==> config.mk <==
export PLATFORM = sky130hd
export DESIGN_NAME = pwrlock_top
export DESIGN_NICKNAME = d
export VERILOG_FILES = /design/src/rtl/pwrlock_pkg.sv /design/src/rtl/pwrlock_sync.sv /design/src/rtl/pwrlock_filter.sv /design/src/rtl/pwrlock_datapath.sv /design/src/rtl/pwrlock_ctrl.sv /design/src/rtl/pwrlock_top.sv
export SDC_FILE = /design/constraint.sdc
export NUM_CORES = 1
export LEC_CHECK = 0
export ABC_AREA = 1
export CAP_MARGIN = 20
export CORE_AREA = 2 2 39 41
export DETAILED_ROUTE_END_ITERATION = 16
export DIE_AREA = 0 0 41 43
export PLACE_DENSITY = 0.75
export SLEW_MARGIN = 20
export SYNTH_ARGS = -nofsm -noshare
export SYNTH_HDL_FRONTEND = slang
export SYNTH_SLANG_ARGS = --single-unit
==> constraint.sdc <==
create_clock -name clk -period 1.9 [get_ports clk]
set_clock_uncertainty 0.1 [all_clocks]
set_input_delay 0.475 -clock clk [delete_from_list [all_inputs] [get_ports clk]]
set_output_delay 0.475 -clock clk [all_outputs]
set_load 0.05 [all_outputs]
==> src/rtl/pwrlock_pkg.sv <==
package pwrlock_pkg;

  typedef enum logic [1:0] {
    LK_LOCKED = 2'd0,
    LK_HOLD   = 2'd1,
    LK_OPEN   = 2'd2
  } lockState_t;

  // strobes from control to the hold-off counter
  typedef struct packed {
    logic cntClear;
    logic cntRun;
  } holdStrobe_t;

endpackage

==> src/rtl/pwrlock_sync.sv <==
module pwrlock_sync #(
  parameter int STAGES = 2
) (
  input  logic clk,
  input  logic rstN,
  input  logic asyncIn,
  output logic syncOut
);

  logic [STAGES-1:0] pipe;

  for (genvar g = 0; g < STAGES; g++) begin : gStage
    if (g == 0) begin : gFirst
      always_ff @(posedge clk or negedge rstN) begin
        if (!rstN) pipe[g] <= 1'b0;
        else       pipe[g] <= asyncIn;
      end
    end else begin : gNext
      always_ff @(posedge clk or negedge rstN) begin
        if (!rstN) pipe[g] <= 1'b0;
        else       pipe[g] <= pipe[g-1];
      end
    end
  end

  assign syncOut = pipe[STAGES-1];

endmodule

==> src/rtl/pwrlock_filter.sv <==
module pwrlock_filter #(
  parameter int LEN = 4
) (
  input  logic clk,
  input  logic rstN,
  input  logic sampleIn,
  output logic filtOut
);

  logic [LEN-1:0] hist;

  if (LEN == 1) begin : gShort
    always_ff @(posedge clk or negedge rstN) begin
      if (!rstN) hist <= '0;
      else       hist <= sampleIn;
    end
  end else begin : gLong
    always_ff @(posedge clk or negedge rstN) begin
      if (!rstN) hist <= '0;
      else       hist <= {hist[LEN-2:0], sampleIn};
    end
  end

  // accept a level only when every stored sample agrees
  always_ff @(posedge clk or negedge rstN) begin
    if (!rstN)         filtOut <= 1'b0;
    else if (&hist)    filtOut <= 1'b1;
    else if (~|hist)   filtOut <= 1'b0;
  end

endmodule

==> src/rtl/pwrlock_datapath.sv <==
module pwrlock_datapath
  import pwrlock_pkg::*;
#(
  parameter int SYNC_STAGES = 2,
  parameter int FILT_LEN    = 4,
  parameter int HOLD_CYCLES = 64,
  localparam int CNT_W      = $clog2(HOLD_CYCLES + 1)
) (
  input  logic             clk,
  input  logic             rstN,
  input  logic             supplyGood,
  input  holdStrobe_t      strobe,
  output logic             supplyOk,
  output logic             holdDone,
  output logic [CNT_W-1:0] holdCnt
);

  localparam logic [CNT_W-1:0] LAST_CNT = CNT_W'(HOLD_CYCLES - 1);

  logic syncBit;

  pwrlock_sync #(.STAGES(SYNC_STAGES)) sync_i (
    .clk     (clk),
    .rstN    (rstN),
    .asyncIn (supplyGood),
    .syncOut (syncBit)
  );

  pwrlock_filter #(.LEN(FILT_LEN)) filt_i (
    .clk      (clk),
    .rstN     (rstN),
    .sampleIn (syncBit),
    .filtOut  (supplyOk)
  );

  always_ff @(posedge clk or negedge rstN) begin
    if (!rstN)                holdCnt <= '0;
    else if (strobe.cntClear) holdCnt <= '0;
    else if (strobe.cntRun)   holdCnt <= holdCnt + 1'b1;
  end

  assign holdDone = (holdCnt == LAST_CNT);

endmodule

==> src/rtl/pwrlock_ctrl.sv <==
module pwrlock_ctrl
  import pwrlock_pkg::*;
(
  input  logic        clk,
  input  logic        rstN,
  input  logic        supplyOk,
  input  logic        holdDone,
  output holdStrobe_t strobe,
  output logic        lockStatN,
  output logic        accessBlock
);

  lockState_t state, stateNext;

  always_comb begin
    stateNext = state;
    unique case (state)
      LK_LOCKED: if (supplyOk) stateNext = LK_HOLD;
      LK_HOLD: begin
        if (!supplyOk)     stateNext = LK_LOCKED;
        else if (holdDone) stateNext = LK_OPEN;
      end
      LK_OPEN:   if (!supplyOk) stateNext = LK_LOCKED;
      default:   stateNext = LK_LOCKED;
    endcase
  end

  always_comb begin
    strobe.cntClear = !supplyOk || (state != LK_HOLD);
    strobe.cntRun   = (state == LK_HOLD);
  end

  always_ff @(posedge clk or negedge rstN) begin
    if (!rstN) begin
      state       <= LK_LOCKED;
      lockStatN   <= 1'b0;
      accessBlock <= 1'b1;
    end else begin
      state       <= stateNext;
      lockStatN   <= (stateNext == LK_OPEN);
      accessBlock <= (stateNext != LK_OPEN);
    end
  end

endmodule

==> src/rtl/pwrlock_top.sv <==
module pwrlock_top
  import pwrlock_pkg::*;
#(
  parameter int SYNC_STAGES = 2,
  parameter int FILT_LEN    = 4,
  parameter int HOLD_CYCLES = 64,
  localparam int CNT_W      = $clog2(HOLD_CYCLES + 1)
) (
  input  logic clk,
  input  logic rstN,
  input  logic supplyGood,
  output logic lockStatN,
  output logic accessBlock
);

  holdStrobe_t      strobe;
  logic             supplyOk;
  logic             holdDone;
  logic [CNT_W-1:0] holdCnt;

  pwrlock_datapath #(
    .SYNC_STAGES (SYNC_STAGES),
    .FILT_LEN    (FILT_LEN),
    .HOLD_CYCLES (HOLD_CYCLES)
  ) dp_i (
    .clk        (clk),
    .rstN       (rstN),
    .supplyGood (supplyGood),
    .strobe     (strobe),
    .supplyOk   (supplyOk),
    .holdDone   (holdDone),
    .holdCnt    (holdCnt)
  );

  pwrlock_ctrl ctrl_i (
    .clk         (clk),
    .rstN        (rstN),
    .supplyOk    (supplyOk),
    .holdDone    (holdDone),
    .strobe      (strobe),
    .lockStatN   (lockStatN),
    .accessBlock (accessBlock)
  );

endmodule

* Word level (Yosys, flattened, before mapping)
Index checks and enable logic that the tools add are counted.
W data, S select, Z words.
** Cells by class
- $add $sub $neg :: 1
- Eq/ne operators :: 7
- Multiplexer cells :: 9
- Reduce and logical (&&, ||, !) cells :: 6
** Operators by type and width (number)
- $mux W7 :: 2
- $mux W2 :: 4
- $add A7 B1 Y7 const B :: 1
- $eq A7 B6 Y1 const B :: 1
- $pmux W2 S3 :: 1
- $eq A2 B2 Y1 const B :: 2
- $ne A2 B2 Y1 const B :: 2
- $reduce_and A4 Y1 :: 1
- $reduce_or A4 Y1 :: 1
- $eq A2 B1 Y1 const B :: 1
- $logic_not A2 Y1 :: 1
- $mux W1 :: 2
- $ne A2 B1 Y1 const B :: 1
- $reduce_bool A2 Y1 :: 1
- $logic_not A1 Y1 :: 1
- $logic_or A1 B1 Y1 :: 1
** Storage, ports and cells
- Register bits :: 18
- Output and inout port bits :: 2

* Depth between registers and ports, before layout
Gate-level depths: netlist of run 1.
- Depth after elaboration :: 5
- Mapped depth :: 6
- Depth with buffers taken out :: 6

* Hierarchy
From an unflattened synthesis of run 1, not the netlist that was laid out.
** Second synthesis, totals
- Cell total of the unflattened synthesis :: 81
- Area total of the unflattened synthesis :: 745.7 um2
** Modules (own cells, without submodules)
- pwrlock_datapath :: times used 1, cells an instance 47, area an instance 374.1 um2
- pwrlock_ctrl :: times used 1, cells an instance 21, area an instance 171.4 um2
- pwrlock_filter :: times used 1, cells an instance 11, area an instance 150.1 um2
- pwrlock_sync :: times used 1, cells an instance 2, area an instance 50.0 um2

* Worst setup path before layout of run 1
Ideal clock, no wire load.
- Path type :: register to output
- Start point :: register ctrl_i.accessBlock
- End point :: output port accessBlock
- Arrival :: 0.656 ns
- Path slack :: 0.669 ns
- Cell stages (with the launch flop) :: 1
- Path buffers :: 0
- Path through :: dfstp_2
** RTL lines
- start, declared :: RTL line pwrlock_ctrl.sv:10 : output logic accessBlock
- start signal, assigned :: RTL line pwrlock_ctrl.sv:41 : accessBlock <= (stateNext != LK_OPEN);
- end, declared :: RTL line pwrlock_top.sv:13 : output logic accessBlock
No word-level cell between the ends.

* Worst setup path after layout of run 1
- Start point :: register ctrl_i.accessBlock
- End point :: output port accessBlock
No word-level cell between the ends.

==> run metrics, run 1 <==
reg-to-reg critical path endpoint ctrl_i.state[0]$_DFF_PN0_; CTS sink count 18; largest net degree at the start of global routing 19; Post-Syn Area 678 um^2; Yosys cell types 14; all-layer global routing usage 14.6%; Hold Startpoint dp_i.sync_i.pipe[0]$_DFF_PN0_; total CTS buffers 3; Leakage 0.396 nW; Mapped Cells 65; Total Negative Setup Slacks 0 ns; Worst Path Max Fanout 1; CP cell instances buf_12; CP Launch Type flop; kind of critical path flop to output pin; RSZ-0062 raised after global routing no; Avg Vias per Cell 5.07; Worst slew margin 89.9%; Resize count post-CTS 0; ys async rst share 100%; first-pass GRT wire length 1.71 mm; dominant synthesized flop cell dfrtp_1; VDD IR-drop max 0.493 mV; post-route ant nets 0; Nets 79; cell taking the most area after synthesis dfrtp_1; post-synthesis sequential area ratio 66.6%; CTS tree built; CP required 1.32 ns; HPWL Detailed 688 um; # rows 14; core area 1380 um^2; Synth Register Bits 18; Mapped Avg Cell Area 10.4 um^2; Slew @ Worst Pin 0.150 ns; Initial DRT Pass Iterations 3; # port buffers 4; Syn. warnings 0; hold crit path type flop to flop; max-slew violation count 0; full die area 1760 um^2; FMAX 649 MHz; vias in the first global route 438; top post-synthesis cells by count dfrtp_1, nand2_1, nor2_1; hold-fix buffers at CTS 0; Worst Hold Path EP dp_i.sync_i.syncOut$_DFF_PN0_; number of diodes 0; Arrival @ worst endpoint 0.97 ns; CP Capture Type output pin; placed cell count 86; CP delay by family, top flip-flops; Starting Density 49.0%; Power Density 1010 nW/um^2; Synthesized Nets 69; vias 456; Final Hold Viols 0; root buffer cell clkbuf_4; WP buf/inv 1; top post-synthesis cells by area dfrtp_1, nand2_1, a21oi_1, nand3_2, nor2_1; routability cong. 0.685; Reg2Reg Depth 6; Worst R2R Start dp_i.holdCnt[0]$_DFFE_PN0P_; post-route clock period utilization 81.1%; drt first-iter violations 12; clock tree buffer depth 2; H-tree levels 1; cell with the most instances after synthesis dfrtp_1; clk_lat worst skew 0.28 ns; outcome finished, final reports clean; fraction of layout cells with a size suffix above 1 17.6%; Post-route DRC 0; final setup vio count 0; Cells on Worst Hold Path 0; Post-synth EDFFs 0; non-filler cells, final 90; Setup Fix Bufs, Post-CTS 0; initial antenna violation count 0; Worst-path clk slew 0.10 ns; setup slack, reg-to-reg 0.66 ns; max_cap viols 0; gr ovfl total 0; minimum clock period 1.54 ns; die width 41 um; Total Wirelength 960 um; slowest stage cell, crit path dfstp_2; share of Yosys cell area claimed by the top area cell type 62.7%; area growth from synthesis to layout 18.3%; Die H 43 um; Wirelength per Cell 10.7 um; num ports 5; worst stage delay on the critical path 0.55 ns
-- power by group --
group,switching [mW],internal (mW),total [mW]
combinational,0.0603,0.0444,0.105
sequential,0.0462,0.431,0.478
clock,0.109,0.117,0.225
-- per-stage QoR --
stage / hold slack (ns) / setup WS (ns) / util, % / instance area [um^2] / power, mW
6_report: 0.258 / 0.359 / 58.0 / 802 / 0.807
5_1_grt: 0.257 / 0.333 / 58.0 / 802 / 0.861
4_1_cts: 0.262 / 0.345 / 58.0 / 802 / 0.819
3_5_place_dp: 0.240 / 0.670 / 55.3 / 766 / 0.591
3_3_place_gp: 0.236 / 0.674 / 55.3 / 766 / 0.584
2_1_floorplan: 0.0794 / 0.669 / - / 678 / 0.551
-- state kept, by name, indices dropped and copies added, names as in the netlist --
register             cells
dp_i.holdCnt             7
dp_i.filt_i.hist         4
ctrl_i.state             2
ctrl_i.accessBlock       1
ctrl_i.lockStatN         1
dp_i.filt_i.filtOut      1
dp_i.sync_i.pipe         1
dp_i.sync_i.syncOut      1
-- worst reg2reg max path: cells and delay by family (launching register included) --
family | cells | cell delay (ns)
DFF | 1 | 0.41
and+or+nand+nor | 4 | 0.32
adders and majority gates | 1 | 0.22
buffers and inverters | 1 | 0.08
-- cell usage in the layout, fill, tap and decap left out --
| cell type | n |
|---|---|
| ha_1 | 1 |
| clkdlybuf4s50_1 | 2 |
| buf_12 | 2 |
| o21ai_1 | 1 |
| nor2_1 | 8 |
| nor3_1 | 1 |
| nand2_1 | 10 |
| dfstp_2 | 1 |
| o21ai_0 | 3 |
| inv_1 | 7 |
| clkbuf_4 | 3 |
| clkbuf_8 | 1 |
| buf_4 | 1 |
| o21bai_1 | 1 |
| inv_2 | 2 |
| a21oi_1 | 7 |
| nand3_2 | 3 |
| dfrtp_1 | 17 |
| nand3_1 | 3 |
-- area by class of cell --
cell class              instances  area (um^2)
clock buffers                   4         36.3
fillers                       116          582
inverters                       9         33.8
multi-input cells              38          193
flip-flops and latches         18          452
well taps                      16         20.0
repair buffers                  5         67.6
-- worst max path at each step --
| stage | from | to | cells after the start |
|---|---|---|---|
| 3_5_place_dp | ctrl_i.accessBlock$_DFF_PN1_ | accessBlock | 1 |
| 6_report | ctrl_i.accessBlock$_DFF_PN1_ | accessBlock | 1 |
| 3_3_place_gp | ctrl_i.accessBlock$_DFF_PN1_ | accessBlock | 1 |
| 5_1_grt | ctrl_i.accessBlock$_DFF_PN1_ | accessBlock | 1 |
| 2_1_floorplan | ctrl_i.accessBlock$_DFF_PN1_ | accessBlock | 0 |
| 4_1_cts | ctrl_i.accessBlock$_DFF_PN1_ | accessBlock | 1 |
-- logic make-up after synthesis --
logic type,synth area share [%]
AND/OR/NAND/NOR,17.3
flip-flops,66.6
AO/OA/AOI/OAI,9.22
buffers and inverters,4.98
adder cells (fa/ha/maj),1.84
-- metal layers --
layer	vias to the layer above	part of all wire [%]	global-route usage, %
met4	0	0	6.00
met2	4	51	20.3
met5	-	0	0
met1	228	47	20.8
met3	0	2.7	4.71
li1	224	-	-
Note: power is estimated with default switching activity, not from simulation.
==> inputs of run 2 (changes only) <==
--- a/config.mk
+++ b/config.mk
@@ -7,10 +7,10 @@
 export LEC_CHECK = 0
 export ABC_AREA = 1
 export CAP_MARGIN = 20
-export CORE_AREA = 2 2 39 41
+export CORE_MARGIN = 2
+export CORE_UTILIZATION = 48
 export DETAILED_ROUTE_END_ITERATION = 16
-export DIE_AREA = 0 0 41 43
-export PLACE_DENSITY = 0.75
+export PLACE_DENSITY = 0.74
 export SLEW_MARGIN = 20
 export SYNTH_ARGS = -nofsm -noshare
 export SYNTH_HDL_FRONTEND = slang
==> constraint.sdc (replaced) <==
create_clock -name clk -period 1.32 [get_ports clk]
set_clock_uncertainty 0.1 [all_clocks]
set_input_delay 0.33 -clock clk [delete_from_list [all_inputs] [get_ports clk]]
set_output_delay 0.33 -clock clk [all_outputs]
set_load 0.05 [all_outputs]
==> run metrics, run 2 (synthesis gave the netlist of run 1 again) <==
Finished Cell Area 833 um^2 (was 802 um^2); Filler cells 105 (was 116); kind of critical path flop to output pin (unchanged); HPWL Detailed 701 um (was 688 um); largest net degree at the start of global routing 19 (unchanged); Top reg by flops dp_i.holdCnt (unchanged); Worst slew margin 88.4% (was 89.9%); initial antenna violation count 0 (unchanged); critical path launch point ctrl_i.accessBlock$_DFF_PN1_ (unchanged); Worst-path clk slew 0.10 ns (about the same); most common cell after layout, fill and taps aside dfrtp_1 (unchanged); most frequent cells in the layout dfrtp_1, nand2_1, nor2_1 (unchanged); Die H 41.6 um (was 43 um); setup slack, reg-to-reg 0.11 ns (was 0.66 ns); first-pass GRT wire length 1.77 mm (was 1.71 mm); setup ws final -0.0816 ns (was 0.359 ns); DP Worst Slack 0.122 ns (was 0.670 ns); Total Wirelength 1.04 mm (was 960 um); CP required 0.89 ns (was 1.32 ns); reg-to-reg critical path endpoint ctrl_i.state[0]$_DFF_PN0_ (unchanged); non-filler cells, final 90 (unchanged); # rows 13 (was 14); Reg2Reg Depth 6 (unchanged); WP buf/inv 1 (unchanged); placed cell count 85 (was 86); CTS tree built (unchanged); RSZ-0062 raised after global routing yes (was no); Slew @ Worst Pin 0.174 ns (was 0.150 ns); Final Hold Viols 0 (unchanged); minimum clock period 1.40 ns; root buffer cell clkbuf_4 (unchanged); worst stage delay on the critical path 0.56 ns (was 0.55 ns); CTS sink count 18 (unchanged); num ports 5 (unchanged); H-tree levels 1 (unchanged); Largest regs dp_i.holdCnt x7, dp_i.filt_i.hist x4, ctrl_i.state x2 (unchanged); vias in the first global route 426 (was 438); fraction of layout cells with a size suffix above 1 20.0% (was 17.6%); routability cong. 0.826 (was 0.685); gr ovfl total 0 (unchanged); Wirelength per Cell 11.6 um (was 10.7 um); Initial DRT Pass Iterations 4 (was 3); core area 1320 um^2 (was 1380 um^2); Worst path depth 1 (unchanged); hold crit path type flop to flop (unchanged); total CTS buffers 3 (unchanged); VDD IR-drop max 0.676 mV (was 0.493 mV); hold-fix buffers at CTS 0 (unchanged); max-slew violation count 0 (unchanged); hold slack 0.255 ns (was 0.258 ns); number of diodes 0 (unchanged); Arrival @ worst endpoint 0.97 ns (about the same); CP Capture Type output pin (unchanged); final setup vio count 1 (was 0); outcome finished with violations (was finished, final reports clean); Starting Density 51.5% (was 49.0%); Avg Vias per Cell 5.24 (was 5.07); all-layer global routing usage 13.8% (was 14.6%); Power Density 1440 nW/um^2 (was 1010 nW/um^2); number of flip-flops in the largest register 7 (unchanged); CP Launch Type flop (unchanged); post-route ant nets 0 (unchanged); area growth from synthesis to layout 22.9% (was 18.3%); drt first-iter violations 10 (was 12); clk_lat worst skew 0.29 ns (was 0.28 ns); slowest stage cell, crit path dfstp_2 (unchanged); violated checks negative setup slack; die width 41.6 um (was 41 um); CP delay by family, top flip-flops (unchanged); FMAX 713 MHz; clock tree buffer depth 2 (unchanged); # port buffers 4 (unchanged); Worst Path Max Fanout 1 (unchanged); CP endpoint accessBlock (unchanged); vias 472 (was 456); Worst R2R Start dp_i.holdCnt[0]$_DFFE_PN0P_ (unchanged); max_cap viols 0 (unchanged); fin util 63.2% (was 58.0%); CP cell instances buf_12 (unchanged); post-route clock period utilization 106%; Leakage 0.403 nW (was 0.396 nW); full die area 1730 um^2 (was 1760 um^2); Nets 80 (was 79); Post-route DRC 0 (unchanged); Post-DP Area 777 um^2 (was 766 um^2)
[run 2: cell types whose count changed in the layout (fill, tap and decap cells not counted), sizes merged]
cell / change
buf: +1
[run 2: timing repair]
item                                   4_1_cts  5_1_grt
setup buffers                                0        1
endpoints found under the hold margin        0        0
gates resized for setup                      0        2
pin swaps                                    0        1
setup endpoints to repair                    1        5
[run 2: worst min-delay path by stage]
stage | from | endpoint | cells after the start | slack, ns
after floorplan | rstN | ctrl_i.lockStatN$_DFF_PN0_ | 0 | -0.07
after global placement | dp_i.sync_i.syncOut$_DFF_PN0_ | dp_i.filt_i.hist[0]$_DFF_PN0_ | 0 | 0.23
after detailed placement | dp_i.sync_i.syncOut$_DFF_PN0_ | dp_i.filt_i.hist[0]$_DFF_PN0_ | 0 | 0.23
after CTS | dp_i.sync_i.syncOut$_DFF_PN0_ | dp_i.filt_i.hist[0]$_DFF_PN0_ | 0 | 0.26
after global routing | dp_i.sync_i.pipe[0]$_DFF_PN0_ | dp_i.sync_i.syncOut$_DFF_PN0_ | 0 | 0.26
final | dp_i.sync_i.syncOut$_DFF_PN0_ | dp_i.filt_i.hist[0]$_DFF_PN0_ | 0 | 0.25
[run 2: power by group]
group	leakage [nW]	total (mW)	internal, mW	switching (mW)
combinational	0.162	0.175	0.0856	0.0896
sequential	0.220	0.699	0.621	0.0785
clock	0.0210	0.327	0.168	0.159
[run 2: stage by stage]
step	TNS (ns)	total power [mW]
CTS	-0.0955	1.17
global placement	0	0.845
floorplan	0	0.793
global route	-0.127	1.28
detailed placement	0	0.847
finish	-0.0816	1.20
[run 2: final cells by class]
| type | instances | area, um^2 | area share [%] |
|---|---|---|---|
| sequential | 18 | 452 | 54.2 |
| multi-input combinational | 38 | 205 | 24.6 |
| timing repair buffer | 6 | 87.6 | 10.5 |
| clock buffer | 4 | 36.3 | 4.35 |
| inverter | 9 | 33.8 | 4.05 |
| tap | 15 | 18.8 | 2.25 |
[run 2: layer usage]
layer	GRT usage, %	share of wire [%]	vias up
met1	18.3	49	228
met5	0	0	-
met3	3.91	3.6	4
li1	-	-	231
met4	11.6	2.6	0
met2	18.4	45	9
==> inputs of run 3 (changes only) <==
--- a/config.mk
+++ b/config.mk
@@ -10,7 +10,8 @@
 export CORE_MARGIN = 2
 export CORE_UTILIZATION = 48
 export DETAILED_ROUTE_END_ITERATION = 16
-export PLACE_DENSITY = 0.74
+export PLACE_DENSITY_LB_ADDON = 0.08
+export SETUP_SLACK_MARGIN = 0.4
 export SLEW_MARGIN = 20
 export SYNTH_ARGS = -nofsm -noshare
 export SYNTH_HDL_FRONTEND = slang
==> constraint.sdc (replaced) <==
create_clock -name clk -period 1.32 [get_ports clk]
set_clock_uncertainty 0.1 [all_clocks]
set_input_delay 0.264 -clock clk [delete_from_list [all_inputs] [get_ports clk]]
set_output_delay 0.264 -clock clk [all_outputs]
set_load 0.05 [all_outputs]
==> run metrics, run 3 (synthesis gave the netlist of run 1 again) <==
HPWL Detailed 804 um (was 701 um); CTS tree built (unchanged); core area 1320 um^2 (unchanged); Finished Cell Area 1000 um^2 (was 833 um^2); kind of critical path flop to output pin (unchanged); final setup vio count 1 (unchanged); area growth from synthesis to layout 47.8% (was 22.9%); post-route clock period utilization 102% (was 106%); clk_lat worst skew 0.30 ns (was 0.29 ns); CP required 0.96 ns (was 0.89 ns); VDD IR-drop max 1.08 mV (was 0.676 mV); Worst-path clk slew 0.10 ns (about the same); RSZ-0062 raised after global routing yes (unchanged); drt first-iter violations 1 (was 10); Initial DRT Pass Iterations 2 (was 4); Largest regs dp_i.holdCnt x7, dp_i.filt_i.hist x4, ctrl_i.state x2 (unchanged); combinational share of power 28.6% (was 14.6%); total CTS buffers 3 (unchanged); violated checks negative setup slack (unchanged); setup slack, reg-to-reg 0.12 ns (was 0.11 ns); Worst Path Max Fanout 1 (unchanged); hold crit path type primary input to async pin (was flop to flop); outcome finished with violations (unchanged); clock tree buffer depth 2 (unchanged); Nets 87 (was 80); vias 506 (was 472); gr ovfl total 0 (unchanged); number of flip-flops in the largest register 7 (unchanged); post-route ant nets 0 (unchanged); full die area 1730 um^2 (unchanged); CP Capture Type output pin (unchanged); Reg2Reg Depth 6 (unchanged); max-slew violation count 0 (unchanged); Wirelength per Cell 13.1 um (was 11.6 um); vias in the first global route 540 (was 426); most frequent cells in the layout dfrtp_1, nand2_1, nor2_1, a21oi_2, buf_6 (was dfrtp_1, nand2_1, nor2_1); worst stage delay on the critical path 0.56 ns (about the same); DP Worst Slack 0.158 ns (was 0.122 ns); Reg power frac 48.6% (was 58.2%); Starting Density 51.5% (unchanged); storage element area 455 um^2 (was 452 um^2); Total Wirelength 1.27 mm (was 1.04 mm); slowest stage cell, crit path dfstp_2 (unchanged); sw frac 31.3% (was 27.2%); first-pass GRT wire length 2.22 mm (was 1.77 mm); largest net degree at the start of global routing 11 (was 19); minimum clock period 1.35 ns (was 1.40 ns); CP cell instances buf_12 (unchanged); Int Pwr 1.03 mW (was 0.874 mW); FMAX 742 MHz (was 713 MHz); initial antenna violation count 0 (unchanged); hold slack 0.0625 ns (was 0.255 ns); die width 41.6 um (unchanged); H-tree levels 1 (unchanged); total power 1.49 mW (was 1.20 mW); P_sw 0.467 mW (was 0.327 mW); Avg Vias per Cell 5.22 (was 5.24); Power Density 1490 nW/um^2 (was 1440 nW/um^2); CP Launch Type flop (unchanged); CTS sink count 18 (unchanged); fraction of layout cells with a size suffix above 1 51.2% (was 20.0%); power share of the clock group 22.8% (was 27.2%); Filler cells 89 (was 105); routability cong. 0.828 (was 0.826); fin util 76.1% (was 63.2%); # port buffers 4 (unchanged); all-layer global routing usage 17.4% (was 13.8%); Multi-input gate area 304 um^2 (was 205 um^2); Worst path depth 1 (unchanged); # rows 13 (unchanged); Arrival @ worst endpoint 0.98 ns (was 0.97 ns); Top reg by flops dp_i.holdCnt (unchanged); number of diodes 0 (unchanged); Post-DP Area 793 um^2 (was 777 um^2); Worst slew margin 86.4% (was 88.4%); Leakage 0.442 nW (was 0.403 nW); Final Hold Viols 0 (unchanged); WP buf/inv 1 (unchanged); root buffer cell clkbuf_4 (unchanged); Die H 41.6 um (unchanged); Slew @ Worst Pin 0.203 ns (was 0.174 ns); most common cell after layout, fill and taps aside dfrtp_1 (unchanged); num ports 5 (unchanged); max_cap viols 0 (unchanged); CP delay by family, top flip-flops (unchanged); setup ws final -0.0278 ns (was -0.0816 ns); Post-route DRC 0 (unchanged)
## run 3: cell count changes in the layout (fill, tap and decap cells not counted), sizes merged
cell    before  now
buf          4   11
clkinv       0    1
inv          9    8
## run 3: repair_timing
item / in CTS / in global routing
buffers inserted: 5 / 1
pin swaps: 8 / 7
endpoints found under the setup margin: 13 / 14
gates resized for setup: 23 / 14
hold buffers: 0 / 0
## run 3: final timing paths
check | from | to
hold / removal | rstN | ctrl_i.state[1]$_DFF_PN0_
setup / recovery | ctrl_i.accessBlock$_DFF_PN1_ | accessBlock
max in group asynchronous | rstN | ctrl_i.accessBlock$_DFF_PN1_
setup reg to reg | dp_i.holdCnt[1]$_DFFE_PN0P_ | ctrl_i.state[0]$_DFF_PN0_
hold reg to reg | dp_i.sync_i.syncOut$_DFF_PN0_ | dp_i.filt_i.hist[0]$_DFF_PN0_
min in group clk | dp_i.sync_i.syncOut$_DFF_PN0_ | dp_i.filt_i.hist[0]$_DFF_PN0_
## run 3: metal layers
layer  share of wire [%]  track usage, %  wire length, um
met5                   0               0                0
met3                 2.6            2.61               33
met2                  54            29.4              685
met4                 2.1            9.68               27
met1                  41            21.2              525
## run 3: layout make-up
cell class	instances	area share, %
tap	15	1.87
sequential	18	45.4
multi-input combinational	38	30.3
clock buffer	4	3.62
timing repair buffer	13	14.6
inverter	9	4.12
## run 3: stage by stage
| step | std cells | TNS (ns) |
|---|---|---|
| after detailed placement | 87 | 0 |
| after global routing | 97 | -0.0590 |
| after CTS | 96 | -0.0385 |
| after global placement | 87 | 0 |
| final | 97 | -0.0278 |
| after floorplan | 65 | 0 |
## run 3: power by group through the flow
stage / registers (mW) / logic [mW] / clock network, mW
after floorplan: 0.695 / 0.118 / 0
after global placement: 0.707 / 0.158 / 0
after detailed placement: 0.708 / 0.167 / 0
after CTS: 0.717 / 0.312 / 0.348
after global routing: 0.735 / 0.469 / 0.372
final: 0.726 / 0.428 / 0.340
